<file path="config.mk">
export PLATFORM = sky130hd
export DESIGN_NAME = clksel_ctrl
export DESIGN_NICKNAME = d
export VERILOG_FILES = /design/src/rtl/clksel_pkg.sv /design/src/rtl/clksel_sync.sv /design/src/rtl/clksel_regs.sv /design/src/rtl/clksel_arb.sv /design/src/rtl/clksel_ctrl.sv
export SDC_FILE = /design/constraint.sdc
export NUM_CORES = 1
export LEC_CHECK = 0
export ABC_AREA = 1
export BUFFER_PORTS_ARGS = -buffer_cell sky130_fd_sc_hd__buf_2
export CAP_MARGIN = 30
export CORE_AREA = 2 2 56 58
export CTS_CLUSTER_SIZE = 28
export DETAILED_ROUTE_END_ITERATION = 8
export DIE_AREA = 0 0 58 60
export PLACE_DENSITY = 0.65
export SYNTH_ARGS = -nofsm -noshare
export SYNTH_HDL_FRONTEND = slang
export SYNTH_SLANG_ARGS = --single-unit
</file>
<file path="constraint.sdc">
create_clock -name clk -period 1.3 [get_ports clk]
set_input_delay 0.325 -clock clk [delete_from_list [all_inputs] [get_ports clk]]
set_output_delay 0.325 -clock clk [all_outputs]
set_load 0.005 [all_outputs]
</file>
<file path="src/rtl/clksel_pkg.sv">
package clksel_pkg;

    // Configuration word; bit 0 is the last member.
    typedef struct packed {
        logic bad_pol;     // bit 8: alarm pin polarity (0 = high on alarm)
        logic c2_bad_pin;  // bit 7: second pin shows input-2 alarm
        logic c1_bad_pin;  // bit 6: first pin shows input-1 alarm
        logic int_pol;     // bit 5: interrupt polarity (0 = active high)
        logic int_pin;     // bit 4: first pin is the interrupt
        logic act_pin_en;  // bit 3: select pin reports active input (auto)
        logic sel_reg;     // bit 2: register choice in manual mode
        logic sel_pin_en;  // bit 1: manual choice taken from the pin
        logic auto_mode;   // bit 0: automatic selection
    } cfg_t;

    localparam int CFG_W     = $bits(cfg_t);
    localparam int ADDR_CFG  = 0;
    localparam int ADDR_IRQ  = 1;
    localparam int ADDR_STAT = 2;
    localparam int NUM_IN    = 2;

endpackage

</file>
<file path="src/rtl/clksel_sync.sv">
module clksel_sync #(
    parameter int STAGES = 2,
    parameter int WIDTH  = 3
) (
    input  logic             clk,
    input  logic             rst_n,
    input  logic [WIDTH-1:0] d_i,
    output logic [WIDTH-1:0] q_o
);

    logic [STAGES-1:0][WIDTH-1:0] pipe_d, pipe_q;

    always_comb begin
        pipe_d[0] = d_i;
        for (int i = 1; i < STAGES; i++) begin
            pipe_d[i] = pipe_q[i-1];
        end
    end

    always_ff @(posedge clk or negedge rst_n) begin
        if (!rst_n) begin
            pipe_q <= '0;
        end else begin
            pipe_q <= pipe_d;
        end
    end

    assign q_o = pipe_q[STAGES-1];

endmodule

</file>
<file path="src/rtl/clksel_regs.sv">
module clksel_regs
    import clksel_pkg::*;
#(
    parameter int ADDR_W = 2,
    parameter int DATA_W = 16
) (
    input  logic              clk,
    input  logic              rst_n,
    input  logic              we_i,
    input  logic [ADDR_W-1:0] addr_i,
    input  logic [DATA_W-1:0] wdata_i,
    input  logic [NUM_IN-1:0] alarm_s_i,
    input  logic              act_i,
    input  logic              hold_i,
    output cfg_t              cfg_o,
    output logic              irq_o,
    output logic [DATA_W-1:0] rdata_o
);

    typedef struct packed {
        cfg_t              cfg;
        logic [NUM_IN-1:0] mask;
        logic [NUM_IN-1:0] flag;
    } reg_state_t;

    reg_state_t st_d, st_q;

    logic wr_cfg, wr_irq;
    logic unused_wdata;

    assign wr_cfg = we_i && (addr_i == ADDR_W'(ADDR_CFG));
    assign wr_irq = we_i && (addr_i == ADDR_W'(ADDR_IRQ));
    assign unused_wdata = ^wdata_i;

    always_comb begin
        st_d = st_q;
        if (wr_cfg) begin
            st_d.cfg = cfg_t'(wdata_i[CFG_W-1:0]);
        end
        if (wr_irq) begin
            st_d.mask = wdata_i[NUM_IN-1:0];
            st_d.flag = st_q.flag & ~wdata_i[2*NUM_IN-1:NUM_IN];
        end
        st_d.flag = st_d.flag | alarm_s_i;
    end

    always_ff @(posedge clk or negedge rst_n) begin
        if (!rst_n) begin
            st_q <= '0;
        end else begin
            st_q <= st_d;
        end
    end

    always_comb begin
        rdata_o = '0;
        case (addr_i)
            ADDR_W'(ADDR_CFG):  rdata_o = DATA_W'(st_q.cfg);
            ADDR_W'(ADDR_IRQ):  rdata_o = DATA_W'({st_q.flag, st_q.mask});
            ADDR_W'(ADDR_STAT): rdata_o = DATA_W'({alarm_s_i, hold_i, act_i});
            default:            rdata_o = '0;
        endcase
    end

    assign cfg_o = st_q.cfg;
    assign irq_o = |(st_q.flag & st_q.mask);

    // a flag stays set unless a clear write hit its bit.
    a_r10_flag_sticky: assert property (@(posedge clk) disable iff (!rst_n)
        ($past(st_q.flag[0]) && !($past(wr_irq) && $past(wdata_i[NUM_IN])))
        |-> st_q.flag[0]);

    // an alarm seen in one cycle leaves its flag set in the next.
    a_r10_flag_on_alarm: assert property (@(posedge clk) disable iff (!rst_n)
        alarm_s_i[1] |=> st_q.flag[1]);

endmodule

</file>
<file path="src/rtl/clksel_arb.sv">
module clksel_arb
    import clksel_pkg::*;
(
    input  logic              clk,
    input  logic              rst_n,
    input  logic              auto_i,
    input  logic              sel_pin_en_i,
    input  logic              sel_reg_i,
    input  logic              sel_pin_s_i,
    input  logic [NUM_IN-1:0] alarm_s_i,
    output logic              act_o,
    output logic              hold_o
);

    typedef struct packed {
        logic act;
        logic hold;
    } arb_state_t;

    arb_state_t st_d, st_q;

    logic cur_bad, alt_bad;

    assign cur_bad = alarm_s_i[st_q.act];
    assign alt_bad = alarm_s_i[~st_q.act];

    always_comb begin
        st_d      = st_q;
        st_d.hold = &alarm_s_i;
        if (auto_i) begin
            if (cur_bad && !alt_bad) begin
                st_d.act = ~st_q.act;
            end
        end else begin
            st_d.act = sel_pin_en_i ? sel_pin_s_i : sel_reg_i;
        end
    end

    always_ff @(posedge clk or negedge rst_n) begin
        if (!rst_n) begin
            st_q <= '0;
        end else begin
            st_q <= st_d;
        end
    end

    assign act_o  = st_q.act;
    assign hold_o = st_q.hold;

    // a failing active input with a clean alternative forces a move.
    a_r4_failover: assert property (@(posedge clk) disable iff (!rst_n)
        (auto_i && cur_bad && !alt_bad) |=> (act_o != $past(act_o)));

    // the hold flag only follows a cycle in which both alarms were high.
    a_r5_hold_both_alarm: assert property (@(posedge clk) disable iff (!rst_n)
        hold_o |-> $past(alarm_s_i == 2'b11));

    // while holding in automatic mode the selection is frozen.
    a_r5_hold_keeps_act: assert property (@(posedge clk) disable iff (!rst_n)
        (auto_i && hold_o) |=> (!auto_i || !hold_o || $stable(act_o)));

endmodule

</file>
<file path="src/rtl/clksel_ctrl.sv">
module clksel_ctrl
    import clksel_pkg::*;
#(
    parameter int SYNC_STAGES = 2,
    parameter int ADDR_W      = 2,
    parameter int DATA_W      = 16
) (
    input  logic              clk,
    input  logic              rst_n,
    input  logic              alarm1_i,
    input  logic              alarm2_i,
    input  logic              sel_pin_i,
    input  logic              reg_we_i,
    input  logic [ADDR_W-1:0] reg_addr_i,
    input  logic [DATA_W-1:0] reg_wdata_i,
    output logic [DATA_W-1:0] reg_rdata_o,
    output logic              act_idx_o,
    output logic              hold_o,
    output logic              clkout_oe_o,
    output logic              int_c1_o,
    output logic              int_c1_oe_o,
    output logic              c2_o,
    output logic              c2_oe_o,
    output logic              csel_o,
    output logic              csel_oe_o
);

    localparam int SYNC_W = NUM_IN + 1;

    logic [SYNC_W-1:0] raw_in, sync_out;
    logic [NUM_IN-1:0] alarm_s;
    logic              sel_pin_s;
    cfg_t              cfg;
    logic              irq;
    logic              oe_d, oe_q;

    assign raw_in    = {sel_pin_i, alarm2_i, alarm1_i};
    assign alarm_s   = sync_out[NUM_IN-1:0];
    assign sel_pin_s = sync_out[NUM_IN];

    clksel_sync #(
        .STAGES (SYNC_STAGES),
        .WIDTH  (SYNC_W)
    ) sync_i (
        .clk   (clk),
        .rst_n (rst_n),
        .d_i   (raw_in),
        .q_o   (sync_out)
    );

    clksel_regs #(
        .ADDR_W (ADDR_W),
        .DATA_W (DATA_W)
    ) regs_i (
        .clk       (clk),
        .rst_n     (rst_n),
        .we_i      (reg_we_i),
        .addr_i    (reg_addr_i),
        .wdata_i   (reg_wdata_i),
        .alarm_s_i (alarm_s),
        .act_i     (act_idx_o),
        .hold_i    (hold_o),
        .cfg_o     (cfg),
        .irq_o     (irq),
        .rdata_o   (reg_rdata_o)
    );

    clksel_arb arb_i (
        .clk          (clk),
        .rst_n        (rst_n),
        .auto_i       (cfg.auto_mode),
        .sel_pin_en_i (cfg.sel_pin_en),
        .sel_reg_i    (cfg.sel_reg),
        .sel_pin_s_i  (sel_pin_s),
        .alarm_s_i    (alarm_s),
        .act_o        (act_idx_o),
        .hold_o       (hold_o)
    );

    // Clock output enable: low throughout reset.
    always_comb begin
        oe_d = 1'b1;
    end

    always_ff @(posedge clk or negedge rst_n) begin
        if (!rst_n) begin
            oe_q <= 1'b0;
        end else begin
            oe_q <= oe_d;
        end
    end

    assign clkout_oe_o = oe_q;

    // Pin role multiplexing.
    always_comb begin
        int_c1_oe_o = 1'b0;
        int_c1_o    = 1'b0;
        if (cfg.int_pin) begin
            int_c1_oe_o = 1'b1;
            int_c1_o    = irq ^ cfg.int_pol;
        end else if (cfg.c1_bad_pin) begin
            int_c1_oe_o = 1'b1;
            int_c1_o    = alarm_s[0] ^ cfg.bad_pol;
        end
    end

    assign c2_oe_o   = cfg.c2_bad_pin;
    assign c2_o      = cfg.c2_bad_pin & (alarm_s[1] ^ cfg.bad_pol);
    assign csel_oe_o = cfg.auto_mode & cfg.act_pin_en;
    assign csel_o    = csel_oe_o & act_idx_o;

    // clock outputs stay disabled while reset is held.
    a_r11_clkout_off: assert property (@(posedge clk)
        !rst_n |-> !clkout_oe_o);

endmodule

</file>
==> out/results.ini <==
[route]
routedWlPerCell_um = 10.5
vias = 951
routed_wl_mm = 2.20
ant_nets = 0
drc = 0
drtPass1Iterations = 4
vias_per_cell = 4.53
drtIter0Drc = 11

[cts]
clk-insertion-delay-late_ns = 0.29
cts_sinks = 22
cts_buffers = 3
cts.clk_slew.worst_paths_ns = 0.10
cts_htree_levels = 1
root_buffer = clkbuf_4
cts_buffer_depth = 2
cts_tree = done

[worst_setup_path]
r2r_start = sync_i.q_o[0]
r2r_cells = 5
endpoint = int_c1_o
start_kind = flip-flop
critPathSlowestCell = dfrtp_2
arrival_ns = 1.13
critPathKind = flip-flop to output pin
path_cells = a21oi_2 > nand3_1 > nand2_1 > buf_2
cp_max_fo = 5
crit_required_ns = 0.98
cp-end-kind = output pin
reg2reg_setup_slack_ns = 0.35
slowest_delay_ns = 0.47
rr_endpoint = arb_i.act_o
startpoint = sync_i.q_o[0]

[timing]
setup_tns_ns = -0.803
hold_viol = 0
grt_setup_unrepaired = yes
fin_ws_ns = -0.156
slew_violations = 0
setup_viol = 9
post-route-period-util_pct = 112
clock-skew-final_ns = 0.00172
fmax_ghz = 0.687
min_period_ns = 1.46

[floorplanning]
placementRows = 20
die_width_um = 58
fp.coreArea_sq_um = 2900
die_y_um = 60
io_pins = 49
start_util_pct = 36.6
dieArea_sq_um = 3480

[yosys]
async_flop_share_pct = 100
yosysSeqAreaShare_pct = 51.8
yosys_warnings = 0
synth_top_flop_cell = dfrtp_1
syn_inst = 129
avgSynthCellArea_sq_um = 8.24
syn-cell-area_sq_um = 1060
synth_cell_types = 15
synth_edf_count = 0
synth_seq_cells = 22

[min_path]
worstHoldPathCells = 1
hp-class = input pin to flip-flop

[layout]
layout-drive-gt1-share_pct = 42.9
fillers = 296
nNetsFinal = 203
syn2layout_area_growth_pct = 30.6
multiInputGateArea_sq_um = 435
regArea_sq_um = 552
instances_no_fill = 210
antenna_cells = 0
final_cell_mix = nand2_1 (34), buf_2 (34), dfrtp_1 (21), nor2_1 (13), buf_4 (12)

[status]
violations = negative setup slack
status = finished with violations

[grt]
antenna_found_initial = 0
gr-total-overflow = 0
track_usage_pct = 13.0
grt_max_degree = 23
grt_pass1_vias = 805
grt_pass1_wl_mm = 3.44

[power_and_ir_drop]
leakage_nw = 0.789
power_density_nw_per_um2 = 1110
irDropWorstVdd_v = 0.000756

[placed_design]
dp.cells = 196
io_buffers = 34
dp_hpwl_mm = 1.66
gp_congestion = 0.805

[flow_run]
maxCapViolations = 0

==> worst min-delay path by stage <==
stage                   from                to  slack, ns
global route        alarm1_i  sync_i.pipe_d[3]       0.11
CTS                 alarm1_i  sync_i.pipe_d[3]       0.12
global placement       rst_n       clkout_oe_o       0.31
finish              alarm1_i  sync_i.pipe_d[3]       0.13
detailed placement     rst_n       clkout_oe_o       0.31
floorplan              rst_n       arb_i.act_o       0.03
==> registers in the layout, summed over array words and instances (netlist names) <==
register       flops
regs_i.st_q        4
regs_i.cfg_o       9
arb_i.act_o        1
sync_i.q_o         3
clkout_oe_o        1
sync_i.pipe_d      3
arb_i.hold_o       1
==> final cells by class <==
type	instances	area share [%]
sequential	22	39.7
multi-input combinational	87	31.4
inverter	18	4.86
clock buffer	3	1.62
tap	33	2.97
timing repair buffer	47	19.5
==> where the power goes <==
group	internal (mW)	switching [mW]	leakage, nW	total [mW]
Clock	0.108	0.175	0.0138	0.283
Sequential	0.762	0.0680	0.253	0.830
Combinational	0.209	0.214	0.523	0.422
Total	1.08	0.457	0.789	1.53
==> layer usage <==
metal	vias to the layer above	wire length (um)	track usage (%)
li1	481	-	-
met2	24	1060	20.3
met5	-	0	0
met1	444	998	17.8
met4	0	16	5.98
met3	2	122	1.95
==> worst max-delay path: cells and delay by family (launching register included) <==
family,cells,cell delay (ns)
flops,1,0.47
simple gates,2,0.14
compound gates,1,0.13
buf+inv,1,0.10
==> synthesized netlist by cell type (2+ instances only) <==
master   count  area share, %
buf_4        7            4.9
a21oi_1      2           0.94
nor2_1      14            4.9
conb_1       2           0.71
dfrtp_1     22             52
a21oi_2      5            4.1
inv_1       18            6.4
nand2_1     36             13
o21ai_0      4            1.9
o21ai_2      2            1.6
nand3_1     13            6.1
==> stage by stage <==
step | power, mW | util (%) | hold WS [ns] | worst slack [ns] | instance area [sq um]
floorplan | 1.03 | - | 0.0294 | 0.255 | 1090
global placement | 1.17 | 43.0 | 0.305 | 0.0226 | 1250
detailed placement | 1.18 | 43.0 | 0.314 | 0.0130 | 1250
CTS | 1.51 | 45.3 | 0.121 | -0.174 | 1320
global route | 1.64 | 47.8 | 0.112 | -0.260 | 1390
finish | 1.53 | 47.8 | 0.133 | -0.156 | 1390
==> cell families after synthesis <==
logic type | count (synthesis) | share of synthesized area, %
buf+inv | 26 | 12.4
flops | 22 | 51.8
other cells | 2 | 0.706
compound gates | 14 | 9.29
simple gates | 65 | 25.9
==> what timing repair did <==
action | CTS | global route
gates cloned | 0 | 0
setup buffers | 4 | 6
setup endpoints to repair | 13 | 14
endpoints found under the hold margin | 22 | 0
pin swaps | 7 | 11
hold buffers | 1 | 0
gates resized for setup | 8 | 11
Note: power is estimated with default switching activity, not from simulation.
